==> src/rtl/count_strobe_pkg.sv <==
package count_strobe_pkg;
  typedef enum logic {
    MODE_TIME  = 1'b0,
    MODE_PULSE = 1'b1
  } cnt_mode_e;

  localparam int unsigned DEF_NUM_SRC = 4;
  localparam int unsigned DEF_VAL_W   = 4;
endpackage

==> src/rtl/tick_select.sv <==
module tick_select #(
  parameter int unsigned NUM_SRC = 4,
  localparam int unsigned SEL_W  = (NUM_SRC > 1) ? $clog2(NUM_SRC) : 1
) (
  input  logic [SEL_W-1:0]   sel_i,
  input  logic [NUM_SRC-1:0] tick_i,
  output logic               tick_o
);
  logic [NUM_SRC-1:0] hit;

  for (genvar k = 0; k < NUM_SRC; k++) begin : g_src
    assign hit[k] = tick_i[k] && (sel_i == SEL_W'(k));
  end

  assign tick_o = |hit;
endmodule

==> src/rtl/tick_prescaler.sv <==
module tick_prescaler #(
  parameter int unsigned VAL_W = 4,
  localparam int unsigned CNT_W = 1 << VAL_W
) (
  input  logic             clk_i,
  input  logic             rst_ni,
  input  logic             run_i,
  input  logic             tick_i,
  input  logic [VAL_W-1:0] val_i,
  output logic             strobe_o
);
  logic [CNT_W-1:0] cnt_q;
  logic [CNT_W-1:0] last;
  logic             wrap;

  // period 2^(v+1): last index is a mask of v+1 ones
  assign last     = {CNT_W{1'b1}} >> (CNT_W - 1 - int'(val_i));
  assign wrap     = cnt_q >= last;
  assign strobe_o = run_i && tick_i && wrap;

  always_ff @(posedge clk_i or negedge rst_ni) begin
    if (!rst_ni)         cnt_q <= '0;
    else if (!run_i)     cnt_q <= '0;
    else if (tick_i)     cnt_q <= wrap ? '0 : cnt_q + 1'b1;
  end

  a_r2_no_back_to_back: assert property (@(posedge clk_i) disable iff (!rst_ni)
    strobe_o |=> !strobe_o);

  a_r8_idle_clears: assert property (@(posedge clk_i) disable iff (!rst_ni)
    !run_i |=> cnt_q == '0);
endmodule

==> src/rtl/pulse_filter.sv <==
module pulse_filter #(
  parameter int unsigned VAL_W = 4,
  localparam int unsigned CNT_W = 1 << VAL_W
) (
  input  logic             clk_i,
  input  logic             rst_ni,
  input  logic             run_i,
  input  logic             bypass_i,
  input  logic             tick_i,
  input  logic [VAL_W-1:0] val_i,
  input  logic             pin_i,
  output logic             rise_o
);
  logic [CNT_W-1:0] cnt_q;
  logic [CNT_W-1:0] need_m1;
  logic             acc_q;
  logic             differ;
  logic             accept;

  // 2^v stable ticks; v=0 clamps to 2
  assign need_m1 = (val_i == '0) ? CNT_W'(1) : ({CNT_W{1'b1}} >> (CNT_W - int'(val_i)));
  assign differ  = pin_i != acc_q;
  assign accept  = bypass_i ? differ : (tick_i && differ && cnt_q >= need_m1);
  assign rise_o  = run_i && accept && pin_i;

  always_ff @(posedge clk_i or negedge rst_ni) begin
    if (!rst_ni) begin
      cnt_q <= '0;
      acc_q <= 1'b0;
    end else if (!run_i) begin
      cnt_q <= '0;
      acc_q <= 1'b0;
    end else if (accept) begin
      cnt_q <= '0;
      acc_q <= pin_i;
    end else if (tick_i && !bypass_i) begin
      cnt_q <= differ ? cnt_q + 1'b1 : '0;
    end
  end

  a_r4_hold_without_tick: assert property (@(posedge clk_i) disable iff (!rst_ni)
    (run_i && !bypass_i && !tick_i) |=> $stable(acc_q));

  a_r5_restart_on_match: assert property (@(posedge clk_i) disable iff (!rst_ni)
    (run_i && !bypass_i && tick_i && (pin_i == acc_q)) |=> cnt_q == '0);

  a_r8_level_cleared: assert property (@(posedge clk_i) disable iff (!rst_ni)
    !run_i |=> !acc_q);
endmodule

==> src/rtl/count_strobe_gen.sv <==
module count_strobe_gen
  import count_strobe_pkg::*;
#(
  parameter int unsigned NUM_SRC = DEF_NUM_SRC,
  parameter int unsigned VAL_W   = DEF_VAL_W,
  localparam int unsigned SEL_W  = (NUM_SRC > 1) ? $clog2(NUM_SRC) : 1
) (
  input  logic               clk_i,
  input  logic               rst_ni,
  input  logic               enable_i,
  input  logic               pulse_mode_i,
  input  logic               bypass_i,
  input  logic [SEL_W-1:0]   tick_sel_i,
  input  logic [VAL_W-1:0]   div_val_i,
  input  logic [NUM_SRC-1:0] tick_i,
  input  logic               pulse_i,
  output logic               count_en_o
);
  cnt_mode_e mode;
  logic      sel_tick;
  logic      presc_run;
  logic      filt_run;
  logic      presc_stb;
  logic      filt_rise;
  logic      count_d;
  logic      count_q;

  assign mode      = cnt_mode_e'(pulse_mode_i);
  assign presc_run = enable_i && (mode == MODE_TIME) && !bypass_i;
  assign filt_run  = enable_i && (mode == MODE_PULSE);

  tick_select #(.NUM_SRC(NUM_SRC)) u_sel (
    .sel_i  (tick_sel_i),
    .tick_i (tick_i),
    .tick_o (sel_tick)
  );

  tick_prescaler #(.VAL_W(VAL_W)) u_presc (
    .clk_i    (clk_i),
    .rst_ni   (rst_ni),
    .run_i    (presc_run),
    .tick_i   (sel_tick),
    .val_i    (div_val_i),
    .strobe_o (presc_stb)
  );

  pulse_filter #(.VAL_W(VAL_W)) u_filt (
    .clk_i    (clk_i),
    .rst_ni   (rst_ni),
    .run_i    (filt_run),
    .bypass_i (bypass_i),
    .tick_i   (sel_tick),
    .val_i    (div_val_i),
    .pin_i    (pulse_i),
    .rise_o   (filt_rise)
  );

  always_comb begin
    count_d = 1'b0;
    if (enable_i) begin
      if (mode == MODE_PULSE) count_d = filt_rise;
      else if (bypass_i)      count_d = sel_tick;
      else                    count_d = presc_stb;
    end
  end

  always_ff @(posedge clk_i or negedge rst_ni) begin
    if (!rst_ni) count_q <= 1'b0;
    else         count_q <= count_d;
  end

  assign count_en_o = count_q;

  a_r8_idle_when_off: assert property (@(posedge clk_i) disable iff (!rst_ni)
    !enable_i |=> !count_en_o);

  a_r3_no_tick_no_count: assert property (@(posedge clk_i) disable iff (!rst_ni)
    (enable_i && !pulse_mode_i && !sel_tick) |=> !count_en_o);

  a_r7_bypass_needs_edge: assert property (@(posedge clk_i) disable iff (!rst_ni)
    (enable_i && pulse_mode_i && bypass_i && !pulse_i) |=> !count_en_o);
endmodule

==> config.mk <==
export PLATFORM = sky130hd
export DESIGN_NAME = count_strobe_gen
export DESIGN_NICKNAME = d
export VERILOG_FILES = /design/src/rtl/count_strobe_pkg.sv /design/src/rtl/tick_select.sv /design/src/rtl/tick_prescaler.sv /design/src/rtl/pulse_filter.sv /design/src/rtl/count_strobe_gen.sv
export SDC_FILE = /design/constraint.sdc
export NUM_CORES = 1
export LEC_CHECK = 0
export BUFFER_PORTS_ARGS = -buffer_cell sky130_fd_sc_hd__buf_2
export CAP_MARGIN = 20
export CORE_ASPECT_RATIO = 1.5
export CORE_MARGIN = 5
export CORE_UTILIZATION = 65
export CTS_BUF_LIST = sky130_fd_sc_hd__clkbuf_8
export DETAILED_ROUTE_END_ITERATION = 8
export PLACE_DENSITY_LB_ADDON = 0.08
export SLEW_MARGIN = 25
export SYNTH_ARGS = -nofsm -noshare
export SYNTH_HDL_FRONTEND = slang
export SYNTH_SLANG_ARGS = --single-unit
==> constraint.sdc <==
create_clock -name clk_i -period 5.7 [get_ports clk_i]
set_input_delay 0.285 -clock clk_i [delete_from_list [all_inputs] [get_ports clk_i]]
set_output_delay 0.285 -clock clk_i [all_outputs]
set_load 0.01 [all_outputs]
==> impl_metrics.csv <==
group,metric,value,unit
clock_network,cts_resized,0,
clock_network,htreeDepth,2,
clock_network,cts_setup_buffers,0,
setup_path,required,5.90,ns
sta,hold_viol_final,0,
sta,worst_slack,2.28,ns
clock_network,cts_tree,"yes",
synth,yosysSeqAreaShare,29.8,%
setup_path,crit_fanout,17,
sta,final.setup_skew,0.00687,ns
synth,synth-main-ff-cell,"dfrtp_1",
placement,pre_cts_slack,1.99,ns
synth,synthSimpleGateAreaFrac,27.7,%
synth,async_flop_share,100,%
synth,syn_inst,345,
synth,synthXorXnorAreaFrac,3.99,%
sta,maxSlewHeadroom,44.3,%
synth,synth_area_leaders,"dfrtp_1, ha_1, nand2_1",
setup_path,rr_startpoint,"u_presc.cnt_q[7]",
clock_network,clock_latency,0.30,ns
placement,io_buffers,16,
routing,vias_per_cell,6.50,
power,peakVddDrop,0.000201,V
floorplan,rows,29,
global_routing,grt_antenna_before_repair,0,
synth,synth-adder-area-share,16.2,%
synth,yosys.area.top_type,"dfrtp_1",
layout,diodes,0,
clock_network,clock_sinks,34,
synth,synth_cell_types,51,
routing,first_pass_iters,4,
synth,synth-compound-area-share,17.7,%
synth,synth_most_common_cell,"nand2_1",
hold_path,hold_path_class,"in -> async",
global_routing,grt.total_usage,25.7,%
layout,layout.nets,410,
synth,synthMuxAreaShare,1.14,%
clock_network,cts_max_path_buffers,2,
sta,rsz0062_at_grt,"false",
floorplan,die_y,91.2,µm
placement,dpl.hpwl,5.33,mm
synth,synth_seq_cells,34,
setup_path,cp-end-kind,"register",
setup_path,crit_arrival,3.62,ns
power,power,617,µW
sta,worst_slew_pin_slew,0.829,ns
sta,hold_ws,0.0648,ns
status,status,"finished clean",
routing,wirelength,6.95,mm
sta,drv_slew,0,
synth,synth_common_cells,"nand2_1, ha_1, dfrtp_1",
floorplan,coreArea,4250,µm²
run,drv_cap,0,
floorplan,die_w,64.1,µm
layout,drive_gt1_share,10.6,%
global_routing,grt_pass1_wl,12.0,mm
sta,max_freq,293,MHz
synth,yosys_warnings,0,
placement,gp_congestion,0.918,
synth,synth_top_family_by_area,"simple AND/OR/NAND/NOR gates",
synth,syn-cell-area,2850,µm²
clock_network,cts_root_buf,"clkbuf_8",
routing,drt_iter0_drc,142,
power,leakage,0.00140,µW
setup_path,startpoint,"div_val_i[2]",
synth,synth_fp_nets,398,
clock_network,cts_made_buffers,5,
synth,synth_edf_count,0,
setup_path,path_class,"in -> reg",
global_routing,overflow,0,
clock_network,hold_buffers,0,
floorplan,die-area,5840,µm²
sta,fin_crit_sh,60.0,%
clock_network,path_clk_slew,0.08,ns
routing,drc,0,
synth,synth.avg_cell_area,8.27,µm²
routing,wl_per_cell,17.2,µm
sta,period_needed,3.42,ns
setup_path,critPathLaunchType,"input port",
sta,tns,0,ns
sta,setup_viol,0,
global_routing,grt_max_degree,35,
synth,synth_top_area_share,29.8,%
routing,route.antenna.remaining_nets,0,
power,powerDensity,200,nW/µm²
floorplan,start_util,67.2,%
routing,vias,2624,
global_routing,grt_pass1_vias,2723,
layout,area.growth.synth_to_final,8.15,%
floorplan,ios,17,
registers in the layout (all words and copies together), names as in the netlist:
signal / flops
u_filt.cnt_q: 16
u_presc.cnt_q: 16
count_en_o: 1
u_filt.acc_q: 1
critical path, stage by stage:
cell and delay (ns):
buf_2 0.18, nor3_1 0.20, xnor2_1 0.13, a21oi_1 0.32
inv_1 0.12, or3_1 0.33, ha_1 0.31, nand4_2 0.14
nor4_1 0.08, a22o_1 0.25, or4_4 0.45, or3_1 0.53
o31ai_2 0.29
per-stage QoR:
stage | instance area (µm²) | cells | utilization, %
floorplan | 2850 | 345 | -
finish | 3090 | 404 | 72.7
global route | 3090 | 404 | 72.7
CTS | 3080 | 404 | 72.6
detailed placement | 2940 | 396 | 69.3
global placement | 2940 | 396 | 69.3
kinds of logic (layout without fill, tap and decap cells):
group	after synthesis	in the layout
compound gates	76	76
xor+xnor	13	13
fa+ha+maj	37	37
buf+inv	24	37
flops	34	34
mux	2	2
simple gates	159	159
path summary, 6_finish.rpt:
kind / endpoint / slack (ns) / depth (start not counted)
min in group clk_i: u_filt.acc_q / 0.26 / 3
max in group asynchronous: u_filt.cnt_q[13] / 5.13 / 1
worst min-delay path: u_filt.cnt_q[9] / 0.06 / 1
worst min register to register: u_presc.cnt_q[1] / 0.56 / 2
worst max-delay path: u_filt.cnt_q[6] / 2.28 / 13
worst max register to register: u_presc.cnt_q[3] / 2.88 / 7
routing by layer:
layer	GRT usage, %	up-vias	wire length, µm	share of wire [%]
met5	0	-	0	0
met4	17.1	0	382	5.5
met3	3.95	31	210	3.0
met1	26.6	1257	2530	36
met2	46.2	62	3840	55
li1	-	1274	-	-
placed cells by master (no fill, tap or decap), types with 2 or more instances in the layout:
cell type / Yosys / layout
nand2_1: 49 / 49
ha_1: 37 / 37
dfrtp_1: 34 / 34
nor2_1: 31 / 31
o21ai_0: 27 / 27
nand3_1: 19 / 19
a21oi_1: 16 / 16
buf_2: 1 / 16
inv_1: 13 / 13
nand4_1: 9 / 9
nor3_1: 8 / 8
xor2_1: 8 / 8
and3_1: 7 / 7
nor2b_1: 7 / 6
o22a_1: 6 / 6
clkbuf_8: 0 / 6
xnor2_1: 5 / 5
or3_1: 5 / 5
nand2b_1: 5 / 5
nor4_1: 5 / 5
a2111oi_0: 3 / 3
o31ai_2: 3 / 3
and4_1: 3 / 3
o21a_1: 2 / 2
o211ai_1: 2 / 2
a211oi_1: 2 / 2
o21ai_1: 2 / 2
o22ai_1: 2 / 2
nor3b_1: 2 / 2
a21o_1: 2 / 2
bufinv_16: 0 / 2
where the power goes:
part           switching, µW  leakage [µW]  total [µW]  internal, µW
Clock                   96.3     0.0000714         283           187
Sequential              2.17      0.000474         245           243
Combinational           57.2      0.000850        88.7          31.6
Total                    156       0.00140         617           461
layout make-up:
| cell class | instances | area [µm²] |
|---|---|---|
| multi-input combinational | 287 | 1910 |
| fill | 360 | 1160 |
| sequential | 34 | 851 |
| clock buffer | 6 | 82.6 |
| timing repair buffer | 16 | 80.1 |
| clock inverter | 2 | 60.1 |
| tap | 46 | 57.6 |
| inverter | 13 | 48.8 |
(Power assumes the default switching activity.)
